### src/rtl/mmac_pkg.sv
package mmac_pkg;
  typedef enum logic [1:0] {
    MD_WIDE   = 2'd0,
    MD_DUAL   = 2'd1,
    MD_NARROW = 2'd2,
    MD_RSVD   = 2'd3
  } mmac_mode_e;
endpackage

### src/rtl/mmac_vmul.sv
// Crosswise decomposition: an operand split into halves gives four
// half-width products, which the top combines per mode.
module mmac_vmul #(
  parameter int HW = 16
) (
  input  logic [2*HW-1:0] a,
  input  logic [2*HW-1:0] b,
  output logic [2*HW-1:0] pp [4]
);
  logic [HW-1:0] a_h [2];
  logic [HW-1:0] b_h [2];

  assign a_h[0] = a[HW-1:0];
  assign a_h[1] = a[2*HW-1:HW];
  assign b_h[0] = b[HW-1:0];
  assign b_h[1] = b[2*HW-1:HW];

  // pp index = {a half, b half}: 0 = lo*lo, 1 = lo*hi, 2 = hi*lo, 3 = hi*hi
  for (genvar i = 0; i < 4; i++) begin : g_cross
    assign pp[i] = (2*HW)'(a_h[i/2]) * (2*HW)'(b_h[i%2]);
  end
endmodule

### src/rtl/mmac_hadd.sv
// Carry-select blocks with block carries from a Brent-Kung prefix tree.
module mmac_hadd #(
  parameter int W   = 64,
  parameter int BLK = 8
) (
  input  logic [W-1:0] x,
  input  logic [W-1:0] y,
  output logic [W-1:0] s
);
  localparam int NB = W / BLK;

  logic [NB-1:0]  g_blk;
  logic [NB-1:0]  p_blk;
  logic [NB:0]    c_in;
  logic [BLK-1:0] s0 [NB];
  logic [BLK-1:0] s1 [NB];

  for (genvar k = 0; k < NB; k++) begin : g_blk_sel
    logic [BLK-1:0] xb, yb;
    assign xb = x[k*BLK +: BLK];
    assign yb = y[k*BLK +: BLK];
    assign {g_blk[k], s0[k]} = {1'b0, xb} + {1'b0, yb};
    assign s1[k]             = xb + yb + {{(BLK-1){1'b0}}, 1'b1};
    assign p_blk[k]          = &(xb ^ yb);
    assign s[k*BLK +: BLK]   = c_in[k] ? s1[k] : s0[k];
  end

  always_comb begin
    logic [NB-1:0] gg, pg;
    gg = g_blk;
    pg = p_blk;
    for (int d = 1; d < NB; d = d * 2) begin
      for (int i = 2*d - 1; i < NB; i = i + 2*d) begin
        gg[i] = gg[i] | (pg[i] & gg[i-d]);
        pg[i] = pg[i] & pg[i-d];
      end
    end
    for (int d = NB / 4; d >= 1; d = d / 2) begin
      for (int i = 3*d - 1; i < NB; i = i + 2*d) begin
        gg[i] = gg[i] | (pg[i] & gg[i-d]);
        pg[i] = pg[i] & pg[i-d];
      end
    end
    c_in = {gg, 1'b0};
  end

  always_comb begin
    a_r2_hadd_sum: assert (s == W'(x + y))
      else $error("hybrid adder sum mismatch");
  end
endmodule

### src/rtl/mmac_top.sv
module mmac_top
  import mmac_pkg::*;
#(
  parameter int OPW = 32,
  parameter int BLK = 8
) (
  input  logic             clk,
  input  logic             rst_n,
  input  logic             in_valid,
  input  logic [1:0]       mode,
  input  logic             clr,
  input  logic [OPW-1:0]   op_a,
  input  logic [OPW-1:0]   op_b,
  output logic             out_valid,
  output logic [2*OPW-1:0] res
);
  localparam int HW   = OPW / 2;
  localparam int ACCW = 2 * OPW;

  mmac_mode_e      mode_in;
  logic [OPW-1:0]  pp_d [4];
  logic [OPW-1:0]  pp_q [4];
  mmac_mode_e      mode_q;
  logic            v1_q;
  logic            v1_d;

  logic [ACCW-1:0] acc_q, acc_d;
  logic [ACCW-1:0] res_d;
  logic            ov_d;
  logic            acc_en, res_en;
  logic [ACCW-1:0] add_x, add_y, add_s;
  logic [ACCW-1:0] prod_w;

  assign mode_in = mmac_mode_e'(mode);

  mmac_vmul #(.HW(HW)) u_vmul (
    .a  (op_a),
    .b  (op_b),
    .pp (pp_d)
  );

  // Stage 1: partial products and the mode captured with the valid input
  assign v1_d = in_valid && (mode_in != MD_RSVD);

  always_ff @(posedge clk or negedge rst_n) begin
    if (!rst_n) begin
      v1_q   <= 1'b0;
      mode_q <= MD_WIDE;
      for (int i = 0; i < 4; i++) pp_q[i] <= '0;
    end else begin
      v1_q <= v1_d;
      if (in_valid) begin
        mode_q <= mode_in;
        for (int i = 0; i < 4; i++) pp_q[i] <= pp_d[i];
      end
    end
  end

  // Stage 2: shared adder, operand steering per mode
  assign prod_w = ACCW'(pp_q[0])
                + (ACCW'(pp_q[1]) << HW)
                + (ACCW'(pp_q[2]) << HW)
                + (ACCW'(pp_q[3]) << OPW);

  always_comb begin
    unique case (mode_q)
      MD_DUAL: begin
        add_x = ACCW'(pp_q[0]);
        add_y = ACCW'(pp_q[3]);
      end
      MD_NARROW: begin
        add_x = ACCW'(acc_q[OPW-1:0]);
        add_y = ACCW'(pp_q[0]);
      end
      default: begin
        add_x = acc_q;
        add_y = prod_w;
      end
    endcase
  end

  mmac_hadd #(.W(ACCW), .BLK(BLK)) u_hadd (
    .x (add_x),
    .y (add_y),
    .s (add_s)
  );

  always_comb begin
    ov_d   = v1_q && !clr;
    res_en = ov_d;
    acc_en = clr || (v1_q && (mode_q != MD_DUAL));
    if (mode_q == MD_WIDE) res_d = add_s;
    else                   res_d = ACCW'(add_s[OPW-1:0]);
    if (clr) acc_d = '0;
    else     acc_d = res_d;
  end

  always_ff @(posedge clk or negedge rst_n) begin
    if (!rst_n) begin
      acc_q     <= '0;
      res       <= '0;
      out_valid <= 1'b0;
    end else begin
      out_valid <= ov_d;
      if (acc_en) acc_q <= acc_d;
      if (res_en) res   <= res_d;
    end
  end

  // Properties
  a_r5_latency: assert property (@(posedge clk) disable iff (!rst_n)
    (in_valid && mode != 2'd3) ##1 !clr |=> out_valid);
  a_r5_no_spurious: assert property (@(posedge clk) disable iff (!rst_n)
    out_valid |-> $past(in_valid, 2));
  a_r6_clr_drops: assert property (@(posedge clk) disable iff (!rst_n)
    clr |=> !out_valid);
  a_r8_reserved: assert property (@(posedge clk) disable iff (!rst_n)
    (in_valid && mode == 2'd3) |=> ##1 !out_valid);
  a_r3_dual_hold: assert property (@(posedge clk) disable iff (!rst_n)
    (v1_q && mode_q == MD_DUAL && !clr) |=> $stable(acc_q));
  a_r4_narrow_upper: assert property (@(posedge clk) disable iff (!rst_n)
    (v1_q && mode_q == MD_NARROW && !clr) |=> (res[ACCW-1:OPW] == '0));
  a_r7_idle_hold: assert property (@(posedge clk) disable iff (!rst_n)
    (!out_valid && !$past(clr)) |-> $stable(acc_q));
endmodule

### config.mk
export PLATFORM = sky130hd
export DESIGN_NAME = mmac_top
export DESIGN_NICKNAME = d
export VERILOG_FILES = /design/src/rtl/mmac_pkg.sv /design/src/rtl/mmac_vmul.sv /design/src/rtl/mmac_hadd.sv /design/src/rtl/mmac_top.sv
export SDC_FILE = /design/constraint.sdc
export NUM_CORES = 2
export LEC_CHECK = 0
export BUFFER_PORTS_ARGS = -buffer_cell sky130_fd_sc_hd__buf_2
export CAP_MARGIN = 20
export CORE_ASPECT_RATIO = 1.4
export CORE_MARGIN = 1.5
export CORE_UTILIZATION = 55
export DETAILED_ROUTE_END_ITERATION = 10
export GPL_TIMING_DRIVEN = 0
export HOLD_SLACK_MARGIN = 0.03
export PLACE_DENSITY = 0.73
export SLEW_MARGIN = 40
export SYNTH_ARGS = -nofsm -noshare
export SYNTH_HDL_FRONTEND = slang
export SYNTH_HIERARCHICAL = 1
export SYNTH_SLANG_ARGS = --single-unit
export TNS_END_PERCENT = 1
### constraint.sdc
create_clock -name clk -period 7 [get_ports clk]
set_clock_uncertainty 0.2 [all_clocks]
set_input_delay 0.35 -clock clk [delete_from_list [all_inputs] [get_ports clk]]
set_output_delay 0.35 -clock clk [all_outputs]
set_load 0.02 [all_outputs]
---- After elaboration in Yosys (flattened, before gate mapping) ----
Cells that the tools add are included.
operators by class
  $add $sub $neg .......................... 25
  $mul .................................... 4
  equal/unequal tests ..................... 4
  mux-type cells .......................... 11
  bitwise logic cells ..................... 24
  reductions and logical operators ........ 12
operators by type and width
  operator             number
  $pmux 64 s2          2
  $mul 16x16->32       4
  $mux 64              2
  $add 50x64->64       1
  $add 8x8->8          8
  $add 8x8->9          7
  $add 8x1->8 const B  7
  $mux 8               7
  $add 49x48->50       1
  $add 32x48->49       1
  $reduce_and 8->1     6
  $xor 8x8->8          6
  $and 1x1->1          10
  $or 1x1->1           8
  $logic_and 1x1->1    3
  $eq 2x1->1 const B   1
  $eq 2x2->1 const B   1
  $logic_not 2->1      1
  $ne 2x1->1 const B   1
  $ne 2x2->1 const B   1
  $logic_not 1->1      1
  $logic_or 1x1->1     1
storage, ports and cells
  bits in registers ....................... 260
  input port bits ......................... 70
  output and inout bits ................... 65
  logic and storage cells ................. 89

---- Longest topological paths before layout ----
  depth after elaboration ................. 17
  mapped depth ............................ 29
  depth with buffers taken out ............ 27

---- By module ----
The synthesis kept the hierarchy.
modules (own cells, without submodules)
  module     times used  cells each  area an instance (um2)  seq. area each (um2)
  mmac_vmul  1           4,026       34,371.7                0.0
  mmac_top   1           1,235       13,571.8                6,506.2
  mmac_hadd  1           454         3,482.1                 0.0

---- Worst setup path after synthesis ----
Ideal clock, no wire load.
  path kind ............................... in2reg
  start ................................... input port op_a[10]
  end ..................................... register pp_q[89] in the netlist's numbering
  library setup time ...................... 0.125 ns
  arrival ................................. 5.758 ns
  data required time ...................... 6.675 ns
  setup slack ............................. 0.918 ns
  stages on the path ...................... 21
  buffers on the path ..................... 1
  cell sequence ........................... clkbuf_1 -> nand2_1 -> fa_1 -> fa_1 -> fa_1 -> fa_1 -> inv_1 -> fa_1 -> inv_1 -> fa_1 -> inv_1 -> ha_1 -> and3_1 -> nand2_1 -> o221a_4 -> a221oi_4 -> a31oi_4 -> o21ai_4 -> a21oi_2 -> xnor2_1 -> mux2_2
RTL lines
  what             RTL line        source
  start, declared  mmac_top.sv:12  input logic [OPW-1:0] op_a,
  end, declared    mmac_top.sv:22  logic [OPW-1:0] pp_q [4];

==> metrics.md <==
| Metric | Value |
|---|---|
| Post-route design area | `54620 um^2` |
| Area after DPL | `53770 um^2` |
| Post-CTS Setup Inserts | `0` |
| Via density | `5.871` |
| Clock sink count | `260` |
| Critical path endpoint category | `flip-flop` |
| Tcrit/Tclk final | `99.38%` |
| GRT Overall Usage | `36.73%` |
| Share of layout cells above drive strength 1 | `7.955%` |
| Clock Tree Root | `clkbuf_16` |
| EDFF count, synth | `0` |
| Die Ht | `364.8 um` |
| Area Growth Syn to Fin | `6.209%` |
| Core Area | `92650 um^2` |
| CTS tree | `yes` |
| Leading area contributor after synthesis | `fa_1` |
| Maximum root-to-sink buffer count | `3` |
| Sequential fraction of the synthesis area | `12.65%` |
| Startpoint types | `input pin` |
| Worst Path Arrival | `7.18 ns` |
| CTS Buf Count | `22` |
| CTS clk-pin slew, worst paths | `0.08 ns` |
| Initial Util | `55.50%` |
| Synthesized area | `51430 um^2` |
| Die W | `261.4 um` |
| Critical Setup Path Class | `input pin to flip-flop` |
| Final Setup Violations | `0` |
| H-tree depth | `1` |
| Status | `finished, violations left` |
| Max-cap violations | `0` |
| Clock Latency Late Sink | `0.56 ns` |
| Die ar. | `95370 um^2` |
| Hold WC Path Type | `input pin to flip-flop` |
| Commonest non-fill, non-tap cell in the layout | `inv_1` |
| Top_reg_cell synth | `dfrtp_1` |
| I/O Pins | `135` |
| Final Hold Fails | `0` |
| Drt wl/cell | `24.25 um` |
| Failing checks | `DRC` |
| Placed cells | `7057` |
| Total Wirelength | `172.3 mm` |
| Num rows | `132` |
| Syn Area/Cell | `8.998 um^2` |
| Grt total ovfl | `0` |
| R2R Path Start | `pp_q[65]` |
| Worst setup path endpoint | `pp_q[127]` |
| Pin count of the biggest net entering global routing | `78` |
| Yosys warns | `6` |
| R2r worst-path depth | `25` |
| Share of flip-flops with an asynchronous set or reset | `100.0%` |
| Max Freq | `0.1437 GHz` |
| Max transition margin | `35.46%` |
| Final nets | `7295` |
| CP required | `7.22 ns` |
| Most frequent cells in the layout | `985 x inv_1, 824 x fa_1, 810 x nand2_1, 521 x ha_1, 476 x and2_1` |
| Initial antenna violation count | `14` |
| Vias in the first global route | `43098` |
| Synth top area cells | `fa_1 32%, ha_1 13%, dfrtp_1 13%` |
| HPWL after DPL | `143.8 mm` |
| Syn_nets | `7130` |
| Slew @ Worst Pin | `0.9680 ns` |
| Synthesis-stage register bit count | `260` |
| RSZ-0062 raised after global routing | `false` |
| ANT nets after route | `0` |
| R2r endpoint | `res[62]` |
| Setup crit start | `op_a[5]` |
| Final Max Tran Viols | `0` |
| Placer Congestion | `1.038` |
| Drt initial violations | `3466` |
| Period minus WS final | `6.957 ns` |
| Yosys cell types | `100` |
| Via count | `41733` |
| Peak fanout along the critical path | `10` |
| Post-synth top area share | `32.08%` |
| Mapped Cells | `5715` |
| First drt pass iteration count | `9` |
| Fillers | `8228` |
| Buffers on Ports | `132` |
| Residual DRC | `24` |
| Post-route insts no fill | `7108` |
| R2r setup slk | `0.31 ns` |
| First-pass GRT wire length | `258.6 mm` |
[synth_stat cells (7+ instances only)]
cell,n
o31ai_1,14
mux2_2,174
a22o_1,84
nand2_1,810
mux2i_1,9
nand2b_1,15
a21oi_1,232
nand4_1,24
clkbuf_1,295
inv_1,985
and3_1,29
o21ai_1,29
a31oi_1,18
a211oi_1,19
xor2_1,63
and2_1,476
or3_1,10
o21a_1,17
o21ai_0,129
nor2_1,126
o211ai_1,9
dfrtp_1,260
a221oi_1,18
nor3_1,26
o21bai_1,31
nor2b_1,57
a21o_1,96
ha_1,521
nand3_1,47
buf_2,7
a211o_1,9
xnor2_1,123
fa_1,824
[worst max-delay path, stage by stage]
cell	delay [ns]
buf_2	0.28
clkbuf_1	0.71
nand2_1	0.18
fa_1	0.52
inv_1	0.05
fa_1	0.56
fa_1	0.45
fa_1	0.42
fa_1	0.53
inv_1	0.05
fa_1	0.55
inv_1	0.11
ha_1	0.28
clkbuf_1	0.29
nand2_1	0.16
o41ai_2	0.73
a41o_1	0.35
mux2i_1	0.20
nor2_1	0.10
mux2_2	0.28
[registers in the layout, summed over array words and instances, names as in the netlist]
signal and cells:
mode_q 2, pp_q 128, v1_q 1, acc_q 64, res 64, out_valid 1
[per-layer routing]
layer	up-vias	track usage, %	part of all wire (%)
li1	18326	-	-
met1	20834	43.07	36
met2	1939	59.68	46
met3	620	6.145	8.1
met4	14	28.96	9.8
met5	-	0	0.062
[kinds of logic after synthesis]
| logic type | count (synthesis) | synth area share [%] |
|---|---|---|
| flops | 260 | 12.65 |
| fa+ha+maj | 1345 | 44.75 |
| mux | 185 | 4.036 |
| compound gates | 776 | 10.11 |
| simple gates | 1670 | 15.79 |
| buf+inv | 1293 | 9.494 |
| xor+xnor | 186 | 3.168 |
[through the flow]
stage,hold slack [ns],setup TNS (ns),worst slack [ns],utilization (%)
4_1_cts,0.04417,0,0.1156,58.90
2_1_floorplan,-0.1456,0,0.9175,-
5_1_grt,0.09069,0,0.03026,58.94
6_report,0.04526,0,0.04338,58.95
3_5_place_dp,0.05675,-4.625,-0.3810,58.03
3_3_place_gp,0.2565,-10.72,-0.6747,57.84
[repair_timing]
item / 4_1_cts / 5_1_grt
resized for setup: 0 / 13
endpoints found under the hold margin: 186 / 0
setup endpoints to repair: 0 / 10
hold buffers: 4 / 0
[layout make-up]
class	instances	area, um^2	share of cell area [%]
clock buffer	27	610.6	1.118
timing repair buffer	141	812.0	1.487
buffer	307	1257	2.302
inverter	986	3701	6.776
tap	1206	1509	2.763
clock inverter	13	146.4	0.2680
multi-input combinational	4162	40060	73.35
antenna	6	15.01	0.02749
sequential	260	6506	11.91
[worst min-delay path by stage]
stage | endpoint | slack (ns) | cells after the start | from
final | acc_q[0] | 0.05 | 2 | clr
after global routing | acc_q[0] | 0.09 | 2 | clr
after CTS | acc_q[0] | 0.04 | 2 | clr
after detailed placement | acc_q[9] | 0.06 | 1 | rst_n
after global placement | res[62] | 0.26 | 2 | res[62]
after floorplan | acc_q[0] | -0.15 | 0 | rst_n
Power is left out: the tool's default activity adds up to more than one toggle a clock period on the data nets, which glitch-free logic cannot reach.
